[src/rtl/acc4_pkg.sv]
package acc4_pkg;

   localparam int OPC_W = 4;

   typedef enum logic [1:0] {
      ALU_PASS = 2'd0,
      ALU_ADD  = 2'd1,
      ALU_NAND = 2'd2,
      ALU_XOR  = 2'd3
   } alu_sel_e;

   typedef enum logic [OPC_W-1:0] {
      OP_ADD  = 4'h0,
      OP_LDI  = 4'h2,
      OP_LDM  = 4'h3,
      OP_NAND = 4'h4,
      OP_XOR  = 4'h6,
      OP_JNC  = 4'h8,
      OP_STO  = 4'hA,
      OP_ADR  = 4'hC,
      OP_PAGE = 4'hE
   } opc_e;

   typedef struct packed {
      alu_sel_e alu;
      logic     src_mem;
      logic     acc_we;
      logic     carry_we;
      logic     store;
      logic     latch_ld;
      logic     page_ld;
      logic     jnc;
   } ctrl_t;

endpackage

[src/rtl/acc4_ctrl_dec.sv]
module acc4_ctrl_dec
   import acc4_pkg::*;
(
   input  logic [OPC_W-1:0] opc,
   output ctrl_t            ctrl
);

   always_comb begin
      ctrl = '0;
      ctrl.alu = ALU_PASS;
      case (opc)
         OP_ADD:  begin ctrl.alu = ALU_ADD;  ctrl.acc_we = 1'b1; ctrl.carry_we = 1'b1; end
         OP_LDI:  begin ctrl.acc_we = 1'b1; end
         OP_LDM:  begin ctrl.acc_we = 1'b1; ctrl.src_mem = 1'b1; end
         OP_NAND: begin ctrl.alu = ALU_NAND; ctrl.acc_we = 1'b1; end
         OP_XOR:  begin ctrl.alu = ALU_XOR;  ctrl.acc_we = 1'b1; end
         OP_JNC:  ctrl.jnc      = 1'b1;
         OP_STO:  ctrl.store    = 1'b1;
         OP_ADR:  ctrl.latch_ld = 1'b1;
         OP_PAGE: ctrl.page_ld  = 1'b1;
         default: ctrl = '0;
      endcase
   end

endmodule

[src/rtl/acc4_alu.sv]
module acc4_alu
   import acc4_pkg::*;
#(
   parameter int W = 4
) (
   input  alu_sel_e     sel,
   input  logic [W-1:0] a,
   input  logic [W-1:0] b,
   output logic [W-1:0] y,
   output logic         cout
);

   logic [W:0] sum;

   always_comb begin
      sum  = {1'b0, a} + {1'b0, b};
      cout = sum[W];
      case (sel)
         ALU_ADD:  y = sum[W-1:0];
         ALU_NAND: y = ~(a & b);
         ALU_XOR:  y = a ^ b;
         default:  y = b;
      endcase
   end

endmodule

[src/rtl/acc4_decoder.sv]
module acc4_decoder
   import acc4_pkg::*;
#(
   parameter int DATA_W = 4,
   parameter int PAGE_W = 4,
   parameter bit IO_MAP = 1'b1
) (
   input  logic                         clk,
   input  logic                         rst,
   input  logic [OPC_W+DATA_W-1:0]      instr,
   input  logic [DATA_W-1:0]            mem_rdata,
   input  logic [DATA_W-1:0]            in_port,
   output logic [1:0]                   alu_sel,
   output logic                         src_mem,
   output logic                         acc_we,
   output logic                         mem_we,
   output logic                         latch_ld,
   output logic                         page_ld,
   output logic                         jump_req,
   output logic [PAGE_W+DATA_W-1:0]     jump_addr,
   output logic [DATA_W-1:0]            mem_addr,
   output logic [DATA_W-1:0]            mem_wdata,
   output logic [DATA_W-1:0]            out_port,
   output logic [DATA_W-1:0]            acc_q,
   output logic                         carry_q,
   output logic [PAGE_W-1:0]            page_q
);

   localparam int INSTR_W = OPC_W + DATA_W;
   localparam logic [DATA_W-1:0] IO_ADDR = {DATA_W{1'b1}};

   generate
      if (DATA_W < 2) begin : g_bad_data_w
         $error("acc4_decoder: DATA_W must be at least 2");
      end
      if (PAGE_W < 1) begin : g_bad_page_w
         $error("acc4_decoder: PAGE_W must be at least 1");
      end
   endgenerate

   logic [OPC_W-1:0]  opc;
   logic [DATA_W-1:0] opnd;
   ctrl_t             ctrl;
   logic [DATA_W-1:0] latch_q;
   logic [DATA_W-1:0] rd_data;
   logic [DATA_W-1:0] alu_b;
   logic [DATA_W-1:0] alu_y;
   logic              alu_c;
   logic              store_io;
   logic              out_we;

   assign opc  = instr[INSTR_W-1 -: OPC_W];
   assign opnd = instr[DATA_W-1:0];

   acc4_ctrl_dec i_dec (
      .opc  (opc),
      .ctrl (ctrl)
   );

   generate
      if (IO_MAP) begin : g_io
         assign rd_data  = (latch_q == IO_ADDR) ? in_port : mem_rdata;
         assign store_io = (opnd == IO_ADDR);
      end else begin : g_flat
         assign rd_data  = mem_rdata;
         assign store_io = 1'b0;
      end
   endgenerate

   assign alu_b = ctrl.src_mem ? rd_data : opnd;

   acc4_alu #(.W(DATA_W)) i_alu (
      .sel  (ctrl.alu),
      .a    (acc_q),
      .b    (alu_b),
      .y    (alu_y),
      .cout (alu_c)
   );

   assign alu_sel   = ctrl.alu;
   assign src_mem   = ctrl.src_mem;
   assign acc_we    = ctrl.acc_we;
   assign latch_ld  = ctrl.latch_ld;
   assign page_ld   = ctrl.page_ld;
   assign mem_we    = ctrl.store & ~store_io;
   assign out_we    = ctrl.store & store_io;
   assign jump_req  = ctrl.jnc & ~carry_q;
   assign jump_addr = {page_q, opnd};
   assign mem_addr  = ctrl.store ? opnd : latch_q;
   assign mem_wdata = acc_q;

   always_ff @(posedge clk) begin
      if (rst) begin
         acc_q    <= '0;
         carry_q  <= 1'b0;
         latch_q  <= '0;
         page_q   <= '0;
         out_port <= '0;
      end else begin
         if (ctrl.acc_we)   acc_q    <= alu_y;
         if (ctrl.carry_we) carry_q  <= alu_c;
         if (ctrl.latch_ld) latch_q  <= opnd;
         if (ctrl.page_ld)  page_q   <= opnd[PAGE_W-1:0];
         if (out_we)        out_port <= acc_q;
      end
   end

   // accumulator and carry after an add form the 5-bit sum
   a_r1_add_sum: assert property (@(posedge clk) disable iff (rst)
      (!$past(rst) && $past(opc) == OP_ADD) |->
         ({carry_q, acc_q} == ({1'b0, $past(acc_q)} + {1'b0, $past(opnd)})));

   // RAM is never written at the port address; port store lands next cycle
   a_r5_no_ram_io: assert property (@(posedge clk) disable iff (rst)
      mem_we |-> (mem_addr != IO_ADDR));
   a_r5_port_load: assert property (@(posedge clk) disable iff (rst)
      (!$past(rst) && $past(out_we)) |-> (out_port == $past(acc_q)));

   // jump only while carry clear
   a_r6_jump_gate: assert property (@(posedge clk) disable iff (rst)
      jump_req |-> !carry_q);

   // page register picks up the operand
   a_r7_page_load: assert property (@(posedge clk) disable iff (rst)
      (!$past(rst) && $past(page_ld)) |-> (page_q == $past(opnd[PAGE_W-1:0])));

   // a cycle without strobes leaves the state untouched
   a_r9_idle_hold: assert property (@(posedge clk) disable iff (rst)
      (!$past(rst) && !$past(acc_we) && !$past(page_ld) && !$past(out_we)) |->
         ($stable(acc_q) && $stable(carry_q) && $stable(page_q) && $stable(out_port)));

   // one strobe at most
   a_r10_one_strobe: assert property (@(posedge clk) disable iff (rst)
      $onehot0({acc_we, mem_we, latch_ld, page_ld, jump_req}));

   // state cleared by reset
   a_r11_reset_clear: assert property (@(posedge clk) disable iff (rst)
      $past(rst) |-> (acc_q == '0 && !carry_q && page_q == '0 && out_port == '0));

endmodule

[config.mk]
export PLATFORM = sky130hd
export DESIGN_NAME = acc4_decoder
export DESIGN_NICKNAME = d
export VERILOG_FILES = /design/src/rtl/acc4_pkg.sv /design/src/rtl/acc4_ctrl_dec.sv /design/src/rtl/acc4_alu.sv /design/src/rtl/acc4_decoder.sv
export SDC_FILE = /design/constraint.sdc
export NUM_CORES = 1
export LEC_CHECK = 0
export CORE_MARGIN = 3
export CORE_UTILIZATION = 38
export CTS_CLUSTER_SIZE = 20
export DETAILED_ROUTE_END_ITERATION = 8
export GPL_TIMING_DRIVEN = 0
export HOLD_SLACK_MARGIN = 0.12
export PLACE_DENSITY = 0.84
export SETUP_SLACK_MARGIN = 0.3
export SYNTH_ARGS = -nofsm -noshare
export SYNTH_HDL_FRONTEND = slang
export SYNTH_SLANG_ARGS = --single-unit
export TNS_END_PERCENT = 5
[constraint.sdc]
create_clock -name clk -period 2.5 [get_ports clk]
set_input_delay 0.625 -clock clk [delete_from_list [all_inputs] [get_ports clk]]
set_output_delay 0.625 -clock clk [all_outputs]
set_load 0.005 [all_outputs]
---- Word level (Yosys, flattened, before mapping) ----
Index checks and enable logic that the tools add are counted.
word-level totals
  register bits after elaboration ......... 17
  latch bits .............................. 0
  bits in writable memories ............... 0
  ROM bits ................................ 0
  output and inout bits ................... 37
  memories kept ........................... 0
cells by class
  add/subtract/negate cells ............... 1
  $mul .................................... 0
  divide/modulo/power cells ............... 0
  order comparisons ....................... 0
  eq/ne operators ......................... 13
  shifts and indexed selects .............. 0
  muxes and demuxes ....................... 12
  bitwise logic cells ..................... 8
  reduce and logical (&&, ||, !) cells .... 2
operators with widths
  operator            count
  $eq 4x4->1 const B  6
  $mux 4              3
  $pmux 4 s3          1
  $eq 4x2->1 const B  2
  $eq 4x3->1 const B  2
  $mux 1              7
  $pmux 2 s3          1
  $add 4x4->5         1
  $reduce_or 5->1     1
  $and 4x4->4         1
  $eq 2x2->1 const B  2
  $logic_not 4->1     1
  $not 4->4           1
  $xor 4x4->4         1
  $and 1x1->1         3
  $eq 2x1->1 const B  1
  $not 1->1           2

---- Logic depth before layout (Yosys ltp) ----
  word-level depth ........................ 6
  mapped depth ............................ 10

---- Hierarchy ----
From an unflattened synthesis, not the netlist that was laid out.
second synthesis, totals
  cell total of the unflattened synthesis .. 142
  area total of the unflattened synthesis .. 1,275.0 um^2
by module, submodules not included
  module         times used  cells an instance  area an instance (um^2)  seq. area each (um^2)
  acc4_decoder   1           95                 900.9                    340.3
  acc4_alu       1           34                 254.0                    0.0
  acc4_ctrl_dec  1           13                 120.1                    0.0

---- Least setup slack after synthesis ----
OpenSTA, ideal clock, no wires.
  path type ............................... input port to flip-flop
  from .................................... in instr[6]
  to ...................................... reg acc_q[1]
  arrival ................................. 2.348 ns
  required time ........................... 2.384 ns
  setup slack ............................. 0.036 ns
  cell stages on the path ................. 10
  cell sequence ........................... buf_2 > and4bb_4 > buf_6 > nor2_1 > a21oi_1 > ha_1 > mux2_2 > a21oi_1 > a22oi_1 > a31o_2
between the ends
  longest elaborated chain between the ends .. 6
  elaborated cells between the ends (all ways) .. 18
RTL lines
  item                                                 line                 source
  start: declaration                                   acc4_decoder.sv:10   input logic [OPC_W+DATA_W-1:0] instr,
  $eq 4x2->1 (*)                                       acc4_ctrl_dec.sv:11  case (opc)
  $mux 1 (*)                                           acc4_ctrl_dec.sv:11
  named net src_mem                                    acc4_decoder.sv:14   output logic src_mem,
  $mux 4 (*)                                           acc4_decoder.sv:70   assign alu_b = ctrl.src_mem ? rd_data : opnd;
  branches (longest 2 deep; another with $add 4x4->5)  -
  $pmux 4 s3 (*)                                       acc4_alu.sv:18       case (sel)
  end signal: assignment                               acc4_decoder.sv:100  if (ctrl.acc_we) acc_q <= alu_y;
  end: declaration                                     acc4_decoder.sv:24   output logic [DATA_W-1:0] acc_q,
Mark *: on every way through the listed nets, which the timed path passes.
A chain may end at the register's enable or synchronous reset.

---- Final worst setup path ----
  from .................................... in instr[7]
  to ...................................... out src_mem
between the ends
  longest elaborated chain between the ends .. 2
RTL lines
  item              line
  $eq 4x2->1        acc4_ctrl_dec.sv:11
  $mux 1            acc4_ctrl_dec.sv:11
  end: declaration  acc4_decoder.sv:14
No other way between the ends.

==> flow_summary.toml <==
[worst_setup_path]
critPathLaunchType = "input pin"
r2r-start = "latch_q[2]$_SDFFE_PP0P_"
worst_path_max_delay_cell = "clkdlybuf4s50_1"
slowest_delay_ps = 500
crit_path_end_kind = "output port"
critPathArrivalTime_ps = 1760
crit_path_max_fanout = 9
worstPathRequired_ps = 1880
path_buf_inv = 3
critPathKind = "input pin to output port"
r2r_setup_slack_ps = 310
reg2regPathDepth = 9
worstPathCellList = "buf_12, and4bb_4, buf_8, clkdlybuf4s50_1"
r2r_end = "acc_q[2]$_SDFFE_PP0P_"
critical-path-top-delay-family = "buffers and inverters"

[placed_design]
dp_cells = 248
portBuffers = 52
dpl-instance-area_sq_mm = 0.00186
gp_congestion = 0.878
hpwl_microns = 2680

[sta]
timing.fmax_mhz = 420
tightest_slew_ps = 431
slew_violations = 0
grt_setup_unrepaired = "true"
setup_viol = 0
relSlewSlack = 0.713
min_period_ps = 2380
fin_skew_ps = 8.39
fin_crit_sh = 0.952
report.final.hold_viol_count = 0
holdWs_ps = 477

[min_path]
min_path_type = "register to register"
hold_depth = 2
holdPathEnd = "page_q[2]$_SDFFE_PP0P_"
hold_start = "page_q[2]$_SDFFE_PP0P_"

[route]
firstDrtPassIters = 4
route.antenna.remaining_nets = 0
num_vias = 1342
wl_per_cell_microns = 14.2
drt_iter0_drc = 64
totalWireLength_microns = 3740
route.detailed.drc = 0
routed_via_density = 5.10

[flow_run]
cap_viol_max_count = 0

[cts]
tritoncts = "yes"
cts_hold_buffers = 0
path_clk_slew_ps = 110
cts_buffers = 3
htree_levels = 1
clk_path_buf_depth = 2
root_buffer = "clkbuf_4"
clock-sinks = 17
clk_latency_ps = 300

[power]
power_density_mw_per_mm2 = 336
power_frac_clock = 0.232
p_int_mw = 0.474
max-vdd-ir-drop_v = 0.000252
p_sw_mw = 0.212
swShare = 0.309
totalPowerFinal_mw = 0.686
p_leak_nw = 0.882
combPwrFrac = 0.343
p_seq_frac = 0.425

[cells_and_area]
area_growth_pct = 60.6
finalNonFillerCells = 263
final_layout_size_suffix_gt1_frac = 0.269
n_antenna_cell = 0
design_area_sq_mm = 0.00204
nNetsFinal = 244

[synthesis]
yosysTopAreaCellShare = 0.268
yosysWarnings = 0
synth_common_cells = "a21oi_1 (17), dfxtp_1 (17), nor2_1 (16)"
synthFlopType = "dfxtp_1"
synthArstFlopShare = 0
yosys-top-cells-area = "dfxtp_1 (27%), mux2i_1 (9.5%), buf_4 (7.1%)"
synth_area_per_cell_sq_um = 8.36
synth_top_area_cell = "dfxtp_1"
syn-num-nets = 176
synth.distinct_cells = 39
synth_area_sq_mm = 0.00127
ys_seq_elements = 17
synth-edff-count = 0
synth_cells = 152
ys_seq_area_frac = 0.268

[floorplan]
fp-row-count = 20
ios = 55
initial_utilization = 0.406
fp.dieH_microns = 63.8
core_area_sq_mm = 0.00313
fp.dieW_microns = 63.8
die_area_sq_mm = 0.00407

[grt]
track_usage = 0.179
grt_max_degree = 11
grt_pass1_wl_microns = 5880
grt_pass1_vias = 1270
grt_overflow = 0
antenna_found_initial = 0

[run_status]
run_status = "completed"
[worst min-delay path, delay by kind of cell, from the launching register on]
family          cells  cell delay [ps]
flops               1              340
simple gates        1               50
compound gates      1               50
[flip-flops by register name (all words and copies together) (netlist names)]
| signal | flops |
|---|---|
| out_port | 4 |
| latch_q | 4 |
| acc_q | 4 |
| page_q | 4 |
| carry_q | 1 |
[layout by cell type (no fill, tap or decap), types with 2 or more instances in the layout]
cell type,instances
buf_4,22
nand4_1,2
nor4_1,2
nor2_2,2
dfxtp_1,17
buf_6,6
nand2b_1,3
mux2_4,5
a21oi_2,2
and3_1,2
nor2_4,2
nor2_1,15
clkbuf_2,2
ha_1,6
clkbuf_4,3
a21o_1,2
clkdlybuf4s50_1,38
a21oi_1,15
nand2_1,12
dlygate4sd2_1,6
clkdlybuf4s15_1,2
mux2i_1,11
a221o_1,3
o21ai_0,9
[layer usage]
metal	track usage	vias to the layer above	wire, microns
met1	0.231	612	1700
met3	0.0475	8	247
met2	0.286	59	1730
li1	-	663	-
met4	0.0593	0	70
met5	0	-	0
[stage by stage]
step | setup TNS, ps | utilization | setup WS [ps]
finish | 0 | 0.652 | 119
global placement | -6680 | 0.594 | -635
floorplan | 0 | - | 102
CTS | 0 | 0.631 | 114
global route | 0 | 0.652 | 96.9
detailed placement | -6950 | 0.594 | -634
[power groups by stage]
stage	Sequential, mW	Combinational, mW	Clock, mW
floorplan	0.295	0.118	0
global placement	0.297	0.213	0
detailed placement	0.297	0.217	0
CTS	0.291	0.226	0.160
global route	0.293	0.255	0.173
finish	0.291	0.235	0.159
[area by class of cell]
cell class	instances	area, sq um
Clock inverter	1	5.00
Sequential cell	17	340
Fill cell	252	1090
Tap cell	44	55.1
Clock buffer	3	22.5
Inverter	2	7.51
Timing Repair Buffer	63	596
Buffer	19	170
Multi-Input combinational cell	114	843
[what timing repair did]
action,in CTS,in global routing
buffers inserted,7,4
gates cloned,0,0
setup endpoints to repair,21,20
gates resized for setup,46,12
pin swaps,3,3
[logic make-up (layout without fill, tap and decap cells)]
logic type                 after synthesis  count (layout)  synth area share
and+or+nand+nor                         51              51             0.224
AOI/OAI and AO/OA                       38              38             0.185
buffers and inverters                   21              88             0.111
DFF                                     17              17             0.268
muxes                                   17              17             0.139
xor gates and xnor gates                 2               2            0.0138
adders and majority gates                6               6            0.0591
[worst max path at each step]
stage,cells after the start,startpoint,end
2_1_floorplan,10,instr[6],acc_q[1]$_SDFFE_PP0P_
3_3_place_gp,5,instr[5],mem_addr[3]
3_5_place_dp,5,instr[5],mem_addr[3]
4_1_cts,4,instr[6],src_mem
5_1_grt,4,instr[7],src_mem
6_report,4,instr[7],src_mem
Note: power is estimated with default switching activity, not from simulation.
